`config.mk`:
```
export PLATFORM = sky130hd
export DESIGN_NAME = gpio_irq_sense
export DESIGN_NICKNAME = d
export VERILOG_FILES = /design/src/rtl/gsense_pkg.sv /design/src/rtl/gsense_sync.sv /design/src/rtl/gsense_cell.sv /design/src/rtl/gpio_irq_sense.sv
export SDC_FILE = /design/constraint.sdc
export NUM_CORES = 1
export LEC_CHECK = 0
export ABC_AREA = 0
export BUFFER_PORTS_ARGS = -buffer_cell sky130_fd_sc_hd__buf_2
export CORE_MARGIN = 2
export CORE_UTILIZATION = 53
export CTS_BUF_LIST = sky130_fd_sc_hd__clkbuf_4 sky130_fd_sc_hd__clkbuf_8 sky130_fd_sc_hd__clkbuf_16
export DETAILED_ROUTE_END_ITERATION = 12
export PLACE_DENSITY = 0.87
export SETUP_SLACK_MARGIN = 0.4
export SYNTH_ARGS = -nofsm -noshare
export SYNTH_HDL_FRONTEND = slang
export SYNTH_SLANG_ARGS = --single-unit
export TNS_END_PERCENT = 1
```
`constraint.sdc`:
```
create_clock -name clk -period 2.2 [get_ports clk]
set_input_delay 0.22 -clock clk [delete_from_list [all_inputs] [get_ports clk]]
set_output_delay 0.22 -clock clk [all_outputs]
set_load 0.01 [all_outputs]
```
`src/rtl/gsense_pkg.sv`:
```
package gsense_pkg;

  // register byte offsets (plain aliases)
  localparam int OFS_STA = 'h40;
  localparam int OFS_ENB = 'h50;
  localparam int OFS_LVL = 'h60;
  localparam int OFS_CLR = 'h70;

  // byte lanes of the sense register
  localparam int LANE_POL  = 0;
  localparam int LANE_EDGE = 8;
  localparam int LANE_BOTH = 16;
  localparam int LANE_LMSK = 24;

  // single-pin edge event under the pin's sense setting
  function automatic logic edge_hit(input logic cur, input logic prev,
                                    input logic pol, input logic both);
    logic rise;
    logic fall;
    rise = cur & ~prev;
    fall = ~cur & prev;
    return both ? (rise | fall) : (pol ? rise : fall);
  endfunction

  // single-pin level condition under the pin's polarity
  function automatic logic level_active(input logic cur, input logic pol);
    return pol ? cur : ~cur;
  endfunction

endpackage

```
`src/rtl/gsense_sync.sv`:
```
module gsense_sync #(
  parameter int W      = 8,
  parameter int STAGES = 2
) (
  input  logic         clk,
  input  logic         rst,
  input  logic [W-1:0] d,
  output logic [W-1:0] q_cur,
  output logic [W-1:0] q_prev
);

  logic [STAGES-1:0][W-1:0] chain_q;
  logic [W-1:0]             hist_q;

  always_ff @(posedge clk) begin
    if (rst) begin
      chain_q <= '0;
      hist_q  <= '0;
    end else begin
      chain_q[0] <= d;
      for (int k = 1; k < STAGES; k++) chain_q[k] <= chain_q[k-1];
      hist_q <= chain_q[STAGES-1];
    end
  end

  assign q_cur  = chain_q[STAGES-1];
  assign q_prev = hist_q;

endmodule

```
`src/rtl/gsense_cell.sv`:
```
module gsense_cell
  import gsense_pkg::*;
(
  input  logic clk,
  input  logic rst,
  input  logic cur,
  input  logic prev,
  input  logic pol,
  input  logic edg,
  input  logic both,
  input  logic clr_i,
  input  logic set_i,
  output logic sta_o,
  output logic hit_o,
  output logic lvl_on_o
);

  assign hit_o    = edge_hit(cur, prev, pol, both);
  assign lvl_on_o = level_active(cur, pol);

  always_ff @(posedge clk) begin
    if (rst)      sta_o <= 1'b0;
    else if (edg) sta_o <= hit_o | set_i | (sta_o & ~clr_i);
    else          sta_o <= lvl_on_o;
  end

endmodule

```
`src/rtl/gpio_irq_sense.sv`:
```
module gpio_irq_sense
  import gsense_pkg::*;
#(
  parameter int NPINS       = 8,
  parameter int AW          = 12,
  parameter int SYNC_STAGES = 2,
  parameter int UPPER_OFS   = 'h80
) (
  input  logic             clk,
  input  logic             rst,
  input  logic [NPINS-1:0] pins_i,
  input  logic             wr_en,
  input  logic [AW-1:0]    wr_addr,
  input  logic [31:0]      wr_data,
  input  logic [AW-1:0]    rd_addr,
  output logic [31:0]      rd_data,
  output logic             irq_o
);

  localparam logic [AW-1:0] A_STA  = AW'(OFS_STA);
  localparam logic [AW-1:0] A_ENB  = AW'(OFS_ENB);
  localparam logic [AW-1:0] A_LVL  = AW'(OFS_LVL);
  localparam logic [AW-1:0] A_CLR  = AW'(OFS_CLR);
  localparam logic [AW-1:0] A_MSTA = AW'(OFS_STA + UPPER_OFS);
  localparam logic [AW-1:0] A_MENB = AW'(OFS_ENB + UPPER_OFS);
  localparam logic [AW-1:0] A_MLVL = AW'(OFS_LVL + UPPER_OFS);

  function automatic logic [NPINS-1:0] merge_bits(input logic [NPINS-1:0] old_v,
                                                  input logic [NPINS-1:0] val,
                                                  input logic [NPINS-1:0] sel);
    return (old_v & ~sel) | (val & sel);
  endfunction

  logic [NPINS-1:0] enb_q, pol_q, edg_q, both_q;
  logic [NPINS-1:0] sta_q, hit_vec, lvl_on_vec, clr_vec, set_vec;
  logic [NPINS-1:0] cur_s, prev_s;
  logic [NPINS-1:0] d_lo, d_mid, d_hi, d_top;

  // named write strobes
  logic wr_enb, wr_menb, wr_lvl, wr_mlvl, wr_clr, wr_msta;

  assign wr_enb  = wr_en && (wr_addr == A_ENB);
  assign wr_menb = wr_en && (wr_addr == A_MENB);
  assign wr_lvl  = wr_en && (wr_addr == A_LVL);
  assign wr_mlvl = wr_en && (wr_addr == A_MLVL);
  assign wr_clr  = wr_en && (wr_addr == A_CLR);
  assign wr_msta = wr_en && (wr_addr == A_MSTA);

  assign d_lo  = wr_data[LANE_POL  +: NPINS];
  assign d_mid = wr_data[LANE_EDGE +: NPINS];
  assign d_hi  = wr_data[LANE_BOTH +: NPINS];
  assign d_top = wr_data[LANE_LMSK +: NPINS];

  // configuration registers
  always_ff @(posedge clk) begin
    if (rst) begin
      enb_q  <= '0;
      pol_q  <= '0;
      edg_q  <= '0;
      both_q <= '0;
    end else begin
      if (wr_enb)       enb_q <= d_lo;
      else if (wr_menb) enb_q <= merge_bits(enb_q, d_lo, d_mid);

      if (wr_lvl) begin
        pol_q  <= d_lo;
        edg_q  <= d_mid;
        both_q <= d_hi;
      end else if (wr_mlvl) begin
        pol_q  <= merge_bits(pol_q,  d_lo,  d_top);
        edg_q  <= merge_bits(edg_q,  d_mid, d_top);
        both_q <= merge_bits(both_q, d_hi,  d_top);
      end
    end
  end

  // acknowledge and software set paths
  assign clr_vec = ({NPINS{wr_clr}} & d_lo) | ({NPINS{wr_msta}} & d_mid & ~d_lo);
  assign set_vec = {NPINS{wr_msta}} & d_mid & d_lo;

  gsense_sync #(.W(NPINS), .STAGES(SYNC_STAGES)) u_sync (
    .clk    (clk),
    .rst    (rst),
    .d      (pins_i),
    .q_cur  (cur_s),
    .q_prev (prev_s)
  );

  for (genvar i = 0; i < NPINS; i++) begin : g_pin
    gsense_cell u_cell (
      .clk      (clk),
      .rst      (rst),
      .cur      (cur_s[i]),
      .prev     (prev_s[i]),
      .pol      (pol_q[i]),
      .edg      (edg_q[i]),
      .both     (both_q[i]),
      .clr_i    (clr_vec[i]),
      .set_i    (set_vec[i]),
      .sta_o    (sta_q[i]),
      .hit_o    (hit_vec[i]),
      .lvl_on_o (lvl_on_vec[i])
    );
  end

  assign irq_o = |(sta_q & enb_q);

  // read mux
  always_comb begin
    rd_data = '0;
    case (rd_addr)
      A_STA, A_MSTA: rd_data[LANE_POL +: NPINS] = sta_q;
      A_ENB, A_MENB: rd_data[LANE_POL +: NPINS] = enb_q;
      A_LVL, A_MLVL: begin
        rd_data[LANE_POL  +: NPINS] = pol_q;
        rd_data[LANE_EDGE +: NPINS] = edg_q;
        rd_data[LANE_BOTH +: NPINS] = both_q;
      end
      default: rd_data = '0;
    endcase
  end

endmodule

```
==> flow_summary.toml, run 1 <==
[drt]
via_per_inst = 5.64
wl_per_cell_um = 16.5
drtIter0Drc = 197
drt-total-wl_um = 9160
ant_nets = 0
drt_first_pass_iters = 5
remaining_drc_errors = 0
vias = 3136

[global_route]
antenna_found_initial = 0
gr-total-overflow = 0
grt_pass1_vias = 2893
grt_first_pass_wirelength_um = 13000
grt_util_all_layers_pct = 22.6
grt_max_degree = 57

[setup_path]
r2r-start = "u_sync.q_cur[3]"
cpPeakStageDelay_ns = 0.28
cp_slowest_cell = "nor3b_4"
path_max_fanout = 6
cp-end-kind = "primary output"
crit_top_cell = "buf_6"
crit_start = "rd_addr[10]"
arrival_ns = 1.61
rr_worst_depth = 6
worst_setup_path_start_kind = "primary input"
reg2reg_to = "g_pin[3].u_cell.sta_o"
rrSetupSlack_ns = 0.80
path_class = "primary input to primary output"
crit_path_end = "rd_data[0]"
cp_cell_sequence = "buf_6 > nor4_4 > nand4_1 > nor3b_4 > buf_6 > clkbuf_16 > o2bb2ai_4 > buf_6"
worst_ep_required_time_ns = 1.98

[yosys]
yosysWarningCount = 0
netlist_instances = 374
synthFlopType = "dfxtp_1"
synth_top_area_share_pct = 35.7
synth_top_area_cell = "dfxtp_1"
syn-cell-area_mm2 = 0.00359
synth_seq_area_share_pct = 35.7
ys_async_sr_fraction_pct = 0
ys_seq_elements = 64
synth_edf_count = 0
synthDistinctLibCells = 41
synth.area.top_cells = "dfxtp_1 (36%), mux2i_1 (12%), a2111oi_4 (6.1%)"
avgSynthCellArea_um2 = 9.59

[cts]
cts_root_buffer = "clkbuf_8"
cts_tree = "done"
postCtsHoldBufs = 0
insertion_delay_ns = 0.35
cts_buffers = 9
h-tree-depth = 3
clk_pin_slew_ns = 0.07
cts_buffer_depth = 2
cts_sinks = 64

[sta]
fin_setup_tns_ns = 0
relSlewSlack_pct = 61.7
tightest_slew_ns = 0.574
finalCritPeriodShare_pct = 83.4
max_freq_mhz = 545
setup_viol = 0
slew_violations = 0
hold_violations = 0
fin_crit_ns = 1.83
whs_ns = 0.0702
rsz0062_at_grt = "yes"
final.setup_skew_ns = 0.00772

[pwr]
power-per-cell-area_mw_per_mm2 = 544
vdd_drop_max_uv = 488
leakagePower_uw = 0.00182

[place]
placed_area_mm2 = 0.00411
gp_congestion = 0.820
port_buffers = 90
dp_hpwl_um = 6070

[floorplan]
fp.dieW_um = 86.3
die_h_um = 86.3
core_area_mm2 = 0.00646
start_util_pct = 55.5
ios = 100
rows = 29
die_area_mm2 = 0.00744

[job]
max_cap_violations = 0

[min_path]
hold_depth = 2
hold_path.class = "primary input to flip-flop"
hold_path_startpoint = "pins_i[1]"

[layout]
final_util_pct = 71.4
nets = 557
final_cell_area_mm2 = 0.00461
multi_input_area_mm2 = 0.00218
antenna_cells = 0
syn_to_final_growth_pct = 28.5
drive_gt1_share_pct = 33.6
n_fill_cell = 496
seq_area_mm2 = 0.00128

[run_status]
status = "finished, final reports clean"
[power by group]
part	switching [µW]	internal, µW
clock network	443	607
logic	137	108
registers	21.7	1190
total	602	1900
[cell type report]
type                    instances  area share, %
clock buffers                  13           3.61
repair buffers                106           15.4
well taps                      77           2.09
flip-flops and latches         64           27.8
multi-input cells             258           47.4
inverters                      35           2.85
clock inverters                 3          0.868
[cells in the mapped netlist, drive strengths merged (9+ instances only)]
master,number
inv,35
dfxtp,64
nand3b,9
o2bb2ai,10
mux2i,42
nor2,34
ha,16
and2,18
o21ai,22
clkbuf,11
buf,13
nor2b,24
[cells by family after synthesis]
| kind of cell | count (synthesis) | share of synthesized area (%) |
|---|---|---|
| and+or+nand+nor | 108 | 17.9 |
| AOI/OAI and AO/OA | 74 | 18.8 |
| DFF | 64 | 35.7 |
| buffers and inverters | 59 | 7.67 |
| muxes | 44 | 12.3 |
| adders and majority gates | 16 | 5.58 |
| xor gates and xnor gates | 8 | 1.95 |
| other | 1 | 0.105 |
[cell usage in the layout, fill, tap and decap left out, types with 5 or more instances in the layout]
| master | n |
|---|---|
| a2111oi_4 | 8 |
| a21oi_1 | 8 |
| a221o_2 | 6 |
| a31oi_1 | 6 |
| and2_1 | 10 |
| and2_4 | 8 |
| buf_2 | 77 |
| buf_4 | 10 |
| buf_6 | 16 |
| clkbuf_8 | 11 |
| conb_1 | 8 |
| dfxtp_1 | 64 |
| ha_1 | 16 |
| inv_1 | 35 |
| mux2i_1 | 42 |
| nand2_1 | 5 |
| nand3b_1 | 9 |
| nor2_1 | 34 |
| nor2b_1 | 24 |
| o21ai_0 | 10 |
| o21ai_1 | 12 |
| xnor2_1 | 8 |
[repair_timing]
action / in CTS / in global routing
pin swaps: 1 / 3
cloned: 0 / 3
resized for setup: 1 / 35
endpoints found under the setup margin: 1 / 24
buffers inserted: 0 / 3
[critical path, delay by kind of cell]
| family | cells | cell delay [ns] |
|---|---|---|
| compound gates | 1 | 0.12 |
| buf+inv | 4 | 0.53 |
| simple gates | 3 | 0.74 |
[how the worst min path moves through the flow]
stage	end	slack [ns]
after floorplan	u_sync.chain_q[0]	0.35
after CTS	u_sync.chain_q[1]	0.06
after detailed placement	u_sync.q_cur[4]	0.43
after global placement	u_sync.q_cur[1]	0.42
final	u_sync.chain_q[1]	0.07
after global routing	u_sync.chain_q[2]	0.08
[routing by layer]
metal  track usage [%]  share of wire [%]
met1              27.4                 41
met2              37.8                 49
met3              5.05                8.2
met4              11.5                2.2
met5                 0                  0
[per-stage QoR]
| stage | setup WS, ns | total power [µW] | std cells |
|---|---|---|---|
| floorplan | 0.289 | 1370 | 381 |
| global placement | 0.163 | 1460 | 534 |
| detailed placement | 0.125 | 1470 | 534 |
| CTS | 0.405 | 2510 | 550 |
| global route | 0.304 | 2590 | 556 |
| finish | 0.366 | 2510 | 556 |
Power figures use the tool's default switching activity.
==> run 2: changes to the inputs <==
==> constraint.sdc (replaced) <==
create_clock -name clk -period 1.8 [get_ports clk]
set_input_delay 0.18 -clock clk [delete_from_list [all_inputs] [get_ports clk]]
set_output_delay 0.18 -clock clk [all_outputs]
set_load 0.01 [all_outputs]
==> run 2 against run 1 <==
  * Global-route usage rose by 1.3 points
  * Cell count rose by 0.90%
  * Die area did not move
  * Sequential share of layout area fell by 0.50 points
  * Hold slack got worse by 0.032 ns
  * Critical path type unchanged
  * Largest cell class unchanged
==> flow_summary.toml, run 2 (synthesis results as in run 1) <==
[setup_path]
worst-path-buf-inv = 4
r2r-start = "u_sync.q_cur[3]"
worst_ep_required_time_ns = 1.62
path_max_fanout = 6
path_class = "primary input to primary output"
crit_family = "simple AND/OR/NAND/NOR gates"
crit_start = "rd_addr[10]"
reg2reg_to = "g_pin[3].u_cell.sta_o"
crit_path_end = "rd_data[15]"
rrSetupSlack_ns = 0.48
rr_worst_depth = 6
cp_slowest_cell = "nor4_4"
cp_num_cells = 8
crit_top_cell = "buf_6"
worst_setup_path_start_kind = "primary input"
cp_cell_sequence = "buf_6 > nor4_4 > nand4_1 > nor3b_4 > buf_6 > buf_6 > and2_1 > buf_2"
cp-end-kind = "primary output"
arrival_ns = 1.56
cpPeakStageDelay_ns = 0.26

[global_route]
grt_first_pass_wirelength_um = 13800
grt_util_all_layers_pct = 23.9
grt_max_degree = 57
gr-total-overflow = 0
antenna_found_initial = 0
grt_pass1_vias = 3048

[place]
port_buffers = 90
dp_slack_ns = -0.163
gp_congestion = 0.818
dp_hpwl_um = 6280

[run_status]
status = "finished, final reports clean"

[layout]
drive_gt1_share_pct = 35.1
antenna_cells = 0
syn_to_final_growth_pct = 30.9
nets = 562
final_cell_mix = "buf_2 (78), dfxtp_1 (64), mux2i_1 (42)"
final_common_cell = "buf_2"

[sta]
hold_violations = 0
max_freq_mhz = 574
final.setup_skew_ns = 0.00668
whs_ns = 0.0379
setup_viol = 0
fin_crit_ns = 1.74
setup_slack_ns = 0.0574
rsz0062_at_grt = "yes"
finalCritPeriodShare_pct = 96.8
tightest_slew_ns = 0.575
relSlewSlack_pct = 61.7
fin_setup_tns_ns = 0
slew_violations = 0

[job]
max_cap_violations = 0

[drt]
drt_first_pass_iters = 4
drt-total-wl_um = 9400
vias = 3244
drtIter0Drc = 226
via_per_inst = 5.78
ant_nets = 0
remaining_drc_errors = 0
wl_per_cell_um = 16.8

[floorplan]
rows = 29
start_util_pct = 55.5
core_area_mm2 = 0.00646
die_area_mm2 = 0.00744
die_h_um = 86.3
fp.dieW_um = 86.3
ios = 100

[min_path]
hold_path.class = "primary input to flip-flop"
hold_depth = 2

[cts]
cts_buffer_depth = 2
cts_root_buffer = "clkbuf_8"
postCtsHoldBufs = 0
h-tree-depth = 3
cts_sinks = 64
cts_tree = "done"
clk_pin_slew_ns = 0.07
insertion_delay_ns = 0.35
cts_buffers = 9

[pwr]
vdd_drop_max_uv = 591
leakagePower_uw = 0.00187
finalPower_uw = 3180
power-per-cell-area_mw_per_mm2 = 677
-- run 2: how the worst min path moves through the flow --
stage	startpoint	end	slack, ns
floorplan	pins_i[0]	u_sync.chain_q[0]	0.31
global placement	pins_i[1]	u_sync.chain_q[1]	0.39
detailed placement	pins_i[2]	u_sync.chain_q[2]	0.39
CTS	pins_i[2]	u_sync.chain_q[2]	0.02
global route	pins_i[0]	u_sync.chain_q[0]	0.04
finish	pins_i[0]	u_sync.chain_q[0]	0.04
-- run 2: routing by layer --
metal / global-route usage [%] / vias up / routed length [µm]
li1: - / 1512 / -
met4: 9.09 / 0 / 159
met5: 0 / - / 0
met3: 5.33 / 14 / 664
met2: 41.3 / 153 / 4630
met1: 29.0 / 1565 / 3940
-- run 2: power breakdown --
| group | internal, µW | leakage (µW) | switching (µW) |
|---|---|---|---|
| registers | 1450 | 0.000523 | 25.8 |
| logic | 136 | 0.00124 | 172 |
| clock network | 810 | 0.000112 | 580 |
| total | 2400 | 0.00187 | 778 |
-- run 2: area by class of cell --
type	count	area, µm²
Multi-Input combinational cell	258	2200
Fill cell	477	1760
Sequential cell	64	1280
Timing Repair Buffer	111	763
Clock buffer	10	138
Inverter	35	131
Tap cell	77	96.3
Clock inverter	6	82.6
-- run 2: through the flow --
step | std cells | cell area (µm²) | util (%)
global placement | 541 | 4190 | 64.9
floorplan | 381 | 3640 | -
finish | 561 | 4690 | 72.7
CTS | 557 | 4410 | 68.3
detailed placement | 541 | 4190 | 64.9
global route | 561 | 4690 | 72.7
-- run 2: what timing repair did --
| item | CTS | global route |
|---|---|---|
| gates cloned | 0 | 3 |
| endpoints found under the setup margin | 65 | 65 |
| setup buffers | 0 | 1 |
| gates resized for setup | 1 | 37 |
| pin swaps | 1 | 3 |
==> run 3: changes to the inputs <==
--- a/config.mk
+++ b/config.mk
@@ -5,7 +5,7 @@
 export SDC_FILE = /design/constraint.sdc
 export NUM_CORES = 1
 export LEC_CHECK = 0
-export ABC_AREA = 0
+export ABC_AREA = 1
 export BUFFER_PORTS_ARGS = -buffer_cell sky130_fd_sc_hd__buf_2
 export CORE_MARGIN = 2
 export CORE_UTILIZATION = 53
==> run 3 against run 2 <==
  * Cell count increased by 22%
  * Wire length decreased by 2.4%
  * Power decreased by 0.92%
  * Largest power group unchanged
  * Clock power about the same
==> flow_summary.toml, run 3 <==
[drt]
vias = 3615
drtIter0Drc = 263
drt_first_pass_iters = 5
remaining_drc_errors = 0
via_per_inst = 5.27
ant_nets = 0
wl_per_cell_um = 13.4
drt-total-wl_um = 9170

[min_path]
hold_path.class = "primary input to flip-flop"
hold_path_startpoint = "pins_i[3]"

[yosys]
yosysWarningCount = 0
syn-cell-area_mm2 = 0.00357
synth_seq_area_share_pct = 35.9
synth_top_area_cell = "dfxtp_1"
yosysMostFrequentCell = "nor2_1"
synth_edf_count = 0
ys_seq_elements = 64
synth_common_cells = "nor2_1 (103), inv_1 (90), dfxtp_1 (64)"
synth_top_area_share_pct = 35.9
synth.area.top_cells = "dfxtp_1 (36%), nor2_1 (11%), inv_1 (9.5%)"
ys_async_sr_fraction_pct = 0
synthFlopType = "dfxtp_1"
avgSynthCellArea_um2 = 7.14
synthDistinctLibCells = 32
netlist_instances = 500

[pwr]
finalPower_uw = 3150
power-per-cell-area_mw_per_mm2 = 709
vdd_drop_max_uv = 405
leakagePower_uw = 0.00211

[global_route]
grt_max_degree = 34
antenna_found_initial = 0
grt_first_pass_wirelength_um = 14600
grt_util_all_layers_pct = 25.0
grt_pass1_vias = 3396
gr-total-overflow = 0

[setup_path]
crit_start = "rd_addr[10]"
r2r-start = "u_sync.q_cur[2]"
path_max_fanout = 4
cp_slowest_cell = "o211ai_1"
cpPeakStageDelay_ns = 0.27
cp-end-kind = "primary output"
cp_cell_sequence = "buf_6 > nor2_2 > nand4_1 > inv_2 > nand3_4 > o211ai_1 > buf_2"
arrival_ns = 1.25
path_class = "primary input to primary output"
worst_ep_required_time_ns = 1.62
worst_setup_path_start_kind = "primary input"

[cts]
postCtsHoldBufs = 0
clk_pin_slew_ns = 0.07
cts_buffers = 9
insertion_delay_ns = 0.34
cts_sinks = 64
h-tree-depth = 3
cts_buffer_depth = 2
cts_root_buffer = "clkbuf_8"
cts_tree = "done"

[floorplan]
core_area_mm2 = 0.00642
rows = 29
start_util_pct = 55.6
fp.dieW_um = 86.1
die_h_um = 86.1
die_area_mm2 = 0.00741
ios = 100

[layout]
drive_gt1_share_pct = 27.8
antenna_cells = 0
syn_to_final_growth_pct = 24.5
final_cell_mix = "nor2_1 (98), buf_2 (87), inv_1 (85)"
final_common_cell = "nor2_1"
nets = 688

[run_status]
status = "finished, final reports clean"

[place]
port_buffers = 90
gp_congestion = 0.838
dp_hpwl_um = 6600

[sta]
hold_violations = 0
rsz0062_at_grt = "yes"
fin_setup_tns_ns = 0
fin_crit_ns = 1.43
final.setup_skew_ns = 0.00615
slew_violations = 0
finalCritPeriodShare_pct = 79.2
max_freq_mhz = 701
setup_viol = 0

[job]
max_cap_violations = 0
-- run 3: cell count changes after synthesis, moves of 9 or more --
cell,delta
nor2b_1,-24
nor3_1,+11
a21oi_1,+13
inv_1,+55
nor2_1,+69
nand3b_1,-9
mux2i_1,-42
o2bb2ai_1,-10
nand2_1,+32
and2_1,-18
o21ai_0,+31
o211ai_1,+12
nand3_1,+27
-- run 3: metal layers --
metal / up-vias / wire length, µm / GRT usage (%)
li1: 1789 / - / -
met1: 1643 / 3770 / 29.5
met2: 157 / 4530 / 43.8
met3: 26 / 590 / 3.75
met4: 0 / 281 / 12.8
met5: - / 0 / 0
-- run 3: cell type report --
cell class              count  area (µm²)
well taps                  77        96.3
clock inverters             3        65.1
fillers                   548        1980
flip-flops and latches     64        1290
multi-input cells         331        1870
clock buffers              12         159
inverters                  90         338
repair buffers            109         619
-- run 3: logic make-up (layout without fill, tap and decap cells) --
logic type	count (synthesis)	after routing	synth area share, %
compound gates	91	91	14.6
xor+xnor	8	8	1.96
fa+ha+maj	16	16	5.61
buf+inv	112	214	13.7
flops	64	64	35.9
other cells	1	8	0.105
simple gates	208	208	28.1
-- run 3: worst max-delay path: cells and delay by family --
kind / cells / cell delay (ns)
AND/OR/NAND/NOR: 3 / 0.36
buffers and inverters: 3 / 0.44
AO/OA/AOI/OAI: 1 / 0.27
-- run 3: stage by stage --
step	instances	worst slack [ns]	cell area (µm²)	utilization, %	hold WS [ns]
after floorplan	507	0.586	3590	-	0.258
after global placement	667	0.200	4100	63.9	0.377
after detailed placement	667	0.117	4100	63.9	0.387
after CTS	684	0.386	4380	68.2	0.0344
after global routing	686	0.318	4440	69.2	0.0409
final	686	0.374	4440	69.2	0.0372
-- run 3: final timing paths --
kind / endpoint / slack (ns) / cells after the start
worst max-delay path: rd_data[3] / 0.37 / 7
worst max register to register: g_pin[2].u_cell.sta_o / 0.47 / 7
worst min-delay path: u_sync.chain_q[3] / 0.04 / 3
worst min register to register: u_sync.q_cur[1] / 0.40 / 2
-- run 3: power by group --
group          internal, µW  switching (µW)
Sequential             1450            20.0
Combinational           113             166
Clock                   861             536
-- run 3: timing repair --
item	4_1_cts	5_1_grt
cloned	0	1
resized for setup	18	14
buffers inserted	2	1
setup endpoints to repair	20	30
pin swaps	2	7
